[config.mk]
export PLATFORM = sky130hd
export DESIGN_NAME = irq_msg_redirector
export DESIGN_NICKNAME = d
export VERILOG_FILES = /design/src/rtl/irq_msg_redirector.sv
export SDC_FILE = /design/constraint.sdc
export NUM_CORES = 1
export LEC_CHECK = 0
export BUFFER_PORTS_ARGS = -buffer_cell sky130_fd_sc_hd__buf_4
export CAP_MARGIN = 10
export CELL_PAD_IN_SITES_DETAIL_PLACEMENT = 0
export CELL_PAD_IN_SITES_GLOBAL_PLACEMENT = 1
export CORE_UTILIZATION = 35
export CTS_CLUSTER_DIAMETER = 30
export DETAILED_ROUTE_END_ITERATION = 10
export GPL_TIMING_DRIVEN = 0
export PLACE_DENSITY = 0.6
export SLEW_MARGIN = 20
export SYNTH_ARGS = -nofsm -noshare
export SYNTH_HDL_FRONTEND = slang
export SYNTH_SLANG_ARGS = --single-unit
[constraint.sdc]
create_clock -name clk -period 15.1 [get_ports clk]
set_input_delay 3.775 -clock clk [delete_from_list [all_inputs] [get_ports clk]]
set_output_delay 3.775 -clock clk [all_outputs]
set_load 0.005 [all_outputs]
[src/rtl/irq_msg_redirector.sv]
module irq_msg_redirector #(
  parameter int NUM_LINES = 8,
  parameter int ADDR_W = 32,
  parameter int DATA_W = 32,
  parameter int REG_W = 32,
  localparam int IDX_W = (NUM_LINES > 1) ? $clog2(NUM_LINES) : 1,
  localparam int RAW = IDX_W + 3
) (
  input  logic                 clk,
  input  logic                 rst_n,
  input  logic [NUM_LINES-1:0] irq_in,
  input  logic                 reg_we,
  input  logic [RAW-1:0]       reg_addr,
  input  logic [REG_W-1:0]     reg_wdata,
  output logic [REG_W-1:0]     reg_rdata,
  output logic                 wr_valid,
  input  logic                 wr_ready,
  output logic [ADDR_W-1:0]    wr_addr,
  output logic [DATA_W-1:0]    wr_data
);
  localparam logic [RAW-1:0] EOI_WORD  = RAW'(4 * NUM_LINES);
  localparam logic [RAW-1:0] STAT_WORD = RAW'(4 * NUM_LINES + 1);

  logic [NUM_LINES-1:0] sync1, sync2, enable, pending, in_service;
  logic [NUM_LINES-1:0] en_n, pend_n, serv_n;
  logic [ADDR_W-1:0] tgt_addr [NUM_LINES];
  logic [DATA_W-1:0] tgt_data [NUM_LINES];
  logic [IDX_W-1:0] sel;
  logic sel_hit;

  wire [IDX_W-1:0] reg_line  = reg_addr[IDX_W+1:2];
  wire [1:0]       reg_field = reg_addr[1:0];
  wire             in_table  = reg_addr < EOI_WORD;
  wire             ctrl_wr   = reg_we && in_table && reg_field == 2'd2;
  wire             eoi_wr    = reg_we && reg_addr == EOI_WORD && reg_wdata < REG_W'(NUM_LINES);
  wire [IDX_W-1:0] eoi_line  = reg_wdata[IDX_W-1:0];
  wire [NUM_LINES-1:0] eligible = pending & enable;
  wire             launch    = sel_hit && !wr_valid;

  always_comb begin
    sel = '0;
    sel_hit = 1'b0;
    for (int i = NUM_LINES - 1; i >= 0; i--)
      if (eligible[i]) begin
        sel = IDX_W'(i);
        sel_hit = 1'b1;
      end
  end

  always_comb begin
    for (int i = 0; i < NUM_LINES; i++) begin
      en_n[i] = enable[i];
      pend_n[i] = pending[i];
      serv_n[i] = in_service[i];
      if (sync2[i] && enable[i] && !in_service[i]) pend_n[i] = 1'b1;
      if (eoi_wr && eoi_line == IDX_W'(i)) serv_n[i] = 1'b0;
      if (launch && sel == IDX_W'(i)) begin
        pend_n[i] = 1'b0;
        serv_n[i] = 1'b1;
      end
      if (ctrl_wr && reg_line == IDX_W'(i)) begin
        en_n[i] = reg_wdata[0];
        if (!reg_wdata[0] || reg_wdata[1] || !enable[i]) pend_n[i] = 1'b0;
      end
    end
  end

  always_ff @(posedge clk) begin
    if (!rst_n) begin
      sync1 <= '0;
      sync2 <= '0;
      enable <= '0;
      pending <= '0;
      in_service <= '0;
      wr_valid <= 1'b0;
      wr_addr <= '0;
      wr_data <= '0;
      for (int i = 0; i < NUM_LINES; i++) begin
        tgt_addr[i] <= '0;
        tgt_data[i] <= '0;
      end
    end else begin
      sync1 <= irq_in;
      sync2 <= sync1;
      enable <= en_n;
      pending <= pend_n;
      in_service <= serv_n;
      if (reg_we && in_table && reg_field == 2'd0) tgt_addr[reg_line] <= reg_wdata[ADDR_W-1:0];
      if (reg_we && in_table && reg_field == 2'd1) tgt_data[reg_line] <= reg_wdata[DATA_W-1:0];
      if (launch) begin
        wr_valid <= 1'b1;
        wr_addr <= tgt_addr[sel];
        wr_data <= tgt_data[sel];
      end else if (wr_ready) begin
        wr_valid <= 1'b0;
      end
    end
  end

  always_comb begin
    reg_rdata = '0;
    if (in_table) begin
      case (reg_field)
        2'd0: reg_rdata = REG_W'(tgt_addr[reg_line]);
        2'd1: reg_rdata = REG_W'(tgt_data[reg_line]);
        2'd2: reg_rdata = REG_W'(enable[reg_line]);
        default: reg_rdata = '0;
      endcase
    end else if (reg_addr == STAT_WORD) begin
      reg_rdata = REG_W'({in_service, pending});
    end
  end

  assert_hold_stable_R4: assert property (@(posedge clk) disable iff (!rst_n)
    wr_valid && !wr_ready |=> wr_valid && $stable(wr_addr) && $stable(wr_data));
  assert_drop_after_accept_R4: assert property (@(posedge clk) disable iff (!rst_n)
    wr_valid && wr_ready |=> !wr_valid);
  assert_no_masked_pending_R8: assert property (@(posedge clk) disable iff (!rst_n)
    (pending & ~enable) == '0);
  assert_pending_excl_service_R5: assert property (@(posedge clk) disable iff (!rst_n)
    (pending & in_service) == '0);
  assert_issue_marks_service_R3: assert property (@(posedge clk) disable iff (!rst_n)
    $rose(wr_valid) |-> $countones(in_service) > 0);
endmodule

### After elaboration in Yosys (flattened, before gate mapping)

Memories as Yosys holds them, arrays and structs flattened. A register that Yosys moved wholly into a read port is not among the register bits.
Cells that the tools add are included.
W data, S select, Z words.

| cells by class | value |
|---|---|
| magnitude comparators | 3 |
| eq/ne operators | 25 |
| mux-type cells | 84 |
| bitwise gates (word level) | 1 |
| reductions and logical operators | 91 |

Operators with widths:

| operator | count |
|---|---|
| $mux W32 | 3 |
| $pmux W32 S3 | 1 |
| $mux W1 | 68 |
| $reduce_or A32 Y1 | 2 |
| $logic_and A1 B1 Y1 | 47 |
| $eq A3 B3 Y1 const B | 12 |
| $lt A32 B4 Y1 const B | 1 |
| $mux W3 | 10 |
| $logic_not A1 Y1 | 20 |
| $eq A3 B2 Y1 const B | 6 |
| $reduce_bool A2 Y1 | 9 |
| $mux W16 | 1 |
| $eq A6 B6 Y1 const B | 2 |
| $eq A3 B1 Y1 const B | 3 |
| $logic_not A3 Y1 | 3 |
| $logic_or A1 B1 Y1 | 9 |
| $and A8 B8 Y8 | 1 |
| $lt A6 B6 Y1 const B | 1 |
| $lt A3 B4 Y1 const B | 1 |
| $bmux W1 S3 | 1 |
| $eq A2 B1 Y1 const B | 1 |
| $eq A2 B2 Y1 const B | 1 |
| $logic_not A2 Y1 | 1 |

| storage, ports and cells | value |
|---|---|
| bits in registers | 41 |
| bits in writable memories | 512 |
| bits of input ports | 50 |
| output and inout port bits | 97 |
| logic and storage cells | 226 |
| memories kept | 2 |

Memory list:

| name | words | bits a word | read ports | clocked after Yosys merged registers in | write ports | line | text |
|---|---|---|---|---|---|---|---|
| tgt_addr | 8 | 32 | 2 | 1 | 8 | 26 | `logic [ADDR_W-1:0] tgt_addr [NUM_LINES];` |
| tgt_data | 8 | 32 | 2 | 1 | 8 | 27 | `logic [DATA_W-1:0] tgt_data [NUM_LINES];` |

### Logic depth before layout (Yosys ltp)

| logic depth | value |
|---|---|
| word-level depth | 14 |
| mapped depth | 9 |
| mapped depth without buffers | 6 |

### Least setup slack after synthesis

No wires, ideal clock.

| timing | value |
|---|---|
| path kind | input to output |
| start | input port reg_addr[3] |
| end | output port reg_rdata[10] |
| data arrival time | 5.484 ns |
| data required time | 11.325 ns |
| setup slack | 5.841 ns |
| stages | 4 |
| path buffers | 1 |
| path through | buf_1 > mux4_2 > mux4_2 > a22o_1 |

| between the ends | value |
|---|---|
| longest elaborated chain between the ends | 3 |
| elaborated cells on any way between the ends | 7 |
| classes of those cells | order compare (1); eq/ne (1); mux (3); memory (2) |

RTL lines:

| element | line | text |
|---|---|---|
| start, declared | 13 | `input logic [RAW-1:0] reg_addr,` |
| $mem_v2 Z8 W32, or another cell as far along | - |  |
| $pmux W32 S3 / $mux W16 (equally long branches) | 103, 109 |  |
| $mux W32 (*) | 102 | `if (in_table) begin` |
| end, declared | 15 | `output logic [REG_W-1:0] reg_rdata,` |

Every way passes the cells marked *; elsewhere a longest branch is shown, timed or not.

### Worst setup path in the final report

| timing | value |
|---|---|
| start | input port reg_addr[2] |
| end | output port reg_rdata[31] |

| between the ends | value |
|---|---|
| longest elaborated chain between the ends | 3 |
| elaborated cells on any way between the ends | 5 |
| classes of those cells | order compare (1); mux (2); memory (2) |

RTL lines:

| element | line | text |
|---|---|---|
| $mem_v2 Z8 W32 (on tied branches) | - |  |
| $pmux W32 S3 | 103 | `case (reg_field)` |
| $mux W32 (*) | 102 |  |

Marked as above.

==> summary.txt <==
Floorplan
  – IO Count: 147
  – Die span in x: 298 um
  – Row count: 108
  – Die area: 88700 sq um
  – Die height: 298 um
  – Core box area: 86800 sq um
  – Initial Util: 0.353

Synthesis
  – Syn Nets: 2467
  – Synth Area in Compound Gates: 0.106
  – Post-synthesis mux area share: 0.131
  – Synth cell types: 50
  – Post-Synth Simple-Gate Area: 0.163
  – Mean post-synth cell area: 12.7 sq um
  – Post-Synth Adder-Cell Area: 0
  – Largest family of logic cells by synthesized area: simple AND/OR/NAND/NOR gates
  – Synthesized flop and latch total: 617
  – Synth Warn #: 0
  – Netlist Area Pre-Place: 30600 sq um
  – Seq/Total Area, Yosys: 0.571
  – Cell count after synthesis: 2417
  – Synth Area in XOR/XNOR: 0
  – Post-synthesis async set-or-reset flop share: 0
  – EDFF count, synth: 512
  – Top_reg_cell synth: edfxtp_1

Power and ir drop
  – Net Sw Power: 1.40 mW
  – Combinational share of power: 0.059
  – Switching share of power: 0.235
  – Leakage power: 15.2 nW
  – Int Power: 4.57 mW
  – Flop pwr share: 0.330
  – Peak VDD IR: 0.116 mV
  – PD cells: 148 nW/um^2
  – Clock network fraction of design power: 0.611

Worst setup path
  – Crit path max fanout: 10
  – CP arrival: 7120 ps
  – CP endpoint kind: output pin
  – Max incr delay on CP: 960 ps
  – CP cell instances: buf_4 > clkbuf_1 > buf_1 > mux4_2 > mux4_2 > and2_1 > buf_4
  – R2R cell count: 8
  – Critical Path RT: 11320 ps
  – Slowest stage cell, crit path: buf_1
  – Crit path kind: in2out
  – Startpoint Class: primary input

Place
  – Dpl cells: 3753
  – GPL Wtd Cong: 0.935
  – Worst slack, placed: 4370 ps
  – IO Port Bufs: 142
  – Final HPWL DP: 98.3 mm

Detailed routing
  – Via count: 24900
  – Wirelength per Cell: 35.8 um
  – 1st-iter DRT viols: 3810
  – Drt pass-1 iters: 6
  – Routed WL: 146 mm
  – Drt via density: 6.11
  – DR DRC count: 0
  – ANT nets after route: 0

Timing
  – Slew @ Worst Pin: 1280 ps
  – Hold WS: 438 ps
  – Setup_tns: 0 ps
  – Slew HR: 0.149
  – Setup WS post-layout: 4200 ps
  – Fin crit share: 0.722
  – RSZ-0062 raised after global routing: no
  – Skew final: 49.6 ps
  – Fin. Hold Viols: 0
  – Fmax: 91.8 MHz
  – Fin. max-slew vios: 0
  – Endpoints failing setup: 0
  – Fin crit period: 10900 ps

Finish
  – Fill count: 7891
  – Fin cells: 4068
  – Area growth, synth to finish: 31.5%
  – Finished Core Util: 0.464
  – Share of layout cells above drive strength 1: 0.236
  – Final-stage net count: 2814

Clocking
  – Root Driver: clkbuf_16
  – Worst-Skew Late Latency: 760 ps
  – Cts hold-fix bufs: 0
  – Num CTS Buffers: 162
  – Post-CTS setup buffers: 0
  – Post-cts sizing count: 0
  – Clock buffer depth: 3
  – Clock-pin slew on the worst setup and hold paths: 40 ps
  – Clk sinks: 617
  – H-tree levels: 4
  – TritonCTS clock tree: done

GRT
  – First-pass GRT wire length: 196 mm
  – Grt ovf: 0
  – Initial antenna violation count: 12
  – Pin count of the biggest net entering global routing: 17
  – GR Util All Layers: 0.323
  – Vias in the first global route: 24600

Flow run
  – MaxCap Viol Count: 0

Worst hold path
  – Worst Hold Class: reg2reg
  – Hold depth: 1

Outcome
  – Status: finished, final reports clean
cell usage in the layout (no fill, tap or decap), types with 16 or more instances in the layout:
cell type  Yosys  layout
and2_1       537     537
edfxtp_1     512     512
nand2_1      234     234
clkbuf_1     192     206
clkbuf_16      0     163
mux4_2       160     160
buf_4          0     142
dfxtp_1      105     105
a21oi_1       94      94
a22oi_1       67      67
a22o_1        61      61
nand3_1       54      54
o21ai_0       70      54
a2111o_1      46      46
nor2_1        46      45
mux2i_1       41      41
o22ai_1       37      37
buf_16         0      36
clkinv_2       0      32
buf_2         26      28
bufinv_16      0      25
clkbuf_2       0      21
a32oi_1       19      19
a211o_1       18      18
o21ai_4        0      16
clkbuf_8       0      16
worst paths after layout:
kind / start / end / slack, ps
hold / removal: sync1[7] / sync2[7] / 440
setup / recovery: reg_addr[2] / reg_rdata[31] / 4200
hold reg to reg: sync1[7] / sync2[7] / 440
setup reg to reg: enable[0] / wr_addr[24] / 11330
stage by stage:
stage / power (mW) / cell area [sq um]
floorplan: 2.14 / 30600
global placement: 2.31 / 33100
detailed placement: 2.34 / 34400
CTS: 5.96 / 40200
global route: 6.08 / 40300
finish: 5.97 / 40300
layout make-up:
class / instances / area, sq um / area share
clock buffers: 214 / 4430 / 0.110
flip-flops and latches: 617 / 17500 / 0.434
well taps: 1155 / 1450 / 0.0359
repair buffers: 183 / 2140 / 0.0531
multi-input cells: 1567 / 12400 / 0.308
diodes: 9 / 22.5 / 0.000559
inverters: 2 / 7.51 / 0.000186
plain buffers: 231 / 928 / 0.0230
clock inverters: 90 / 1410 / 0.0349
power groups by stage:
stage	logic, mW	registers [mW]	clock network, mW
after floorplan	0.160	1.98	0
after global placement	0.304	2.01	0
after detailed placement	0.345	1.99	0
after CTS	0.346	1.97	3.65
after global routing	0.358	1.97	3.75
final	0.353	1.97	3.65
layer usage:
metal  track usage  vias to the layer above  part of all wire
li1              -                     9851                 -
met1         0.413                    12700              0.38
met2         0.492                     1944              0.45
met3         0.106                      377              0.12
met4         0.159                        2             0.049
met5             0                        -           0.00012
cells in the mapped netlist (41+ instances only):
cell type    n  area (sq um)
a2111o_1    46           518
a21oi_1     94           470
a22o_1      61           534
a22oi_1     67           503
and2_1     537          3360
clkbuf_1   192           721
dfxtp_1    105          2100
edfxtp_1   512         15400
mux2i_1     41           410
mux4_2     160          3600
nand2_1    234           878
nand3_1     54           270
nor2_1      46           173
o21ai_0     70           350
flip-flops by register name, indices dropped and copies added, names as in the netlist:
signal and count:
wr_data 32, sync1 8, tgt_addr 256, pending 8
tgt_data 256, sync2 8, wr_addr 32, wr_valid 1
in_service 8, enable 8
critical path: cells and delay by family:
family                 cells  cell delay, ps
buffers and inverters      4            2180
muxes                      2             890
and+or+nand+nor            1             250
cells by family after synthesis:
group                  count (synthesis)
AND/OR/NAND/NOR                      911
flip-flops                           617
multiplexers                         202
AO/OA/AOI/OAI                        454
buffers and inverters                233
Note: power is estimated with default switching activity, not from simulation.
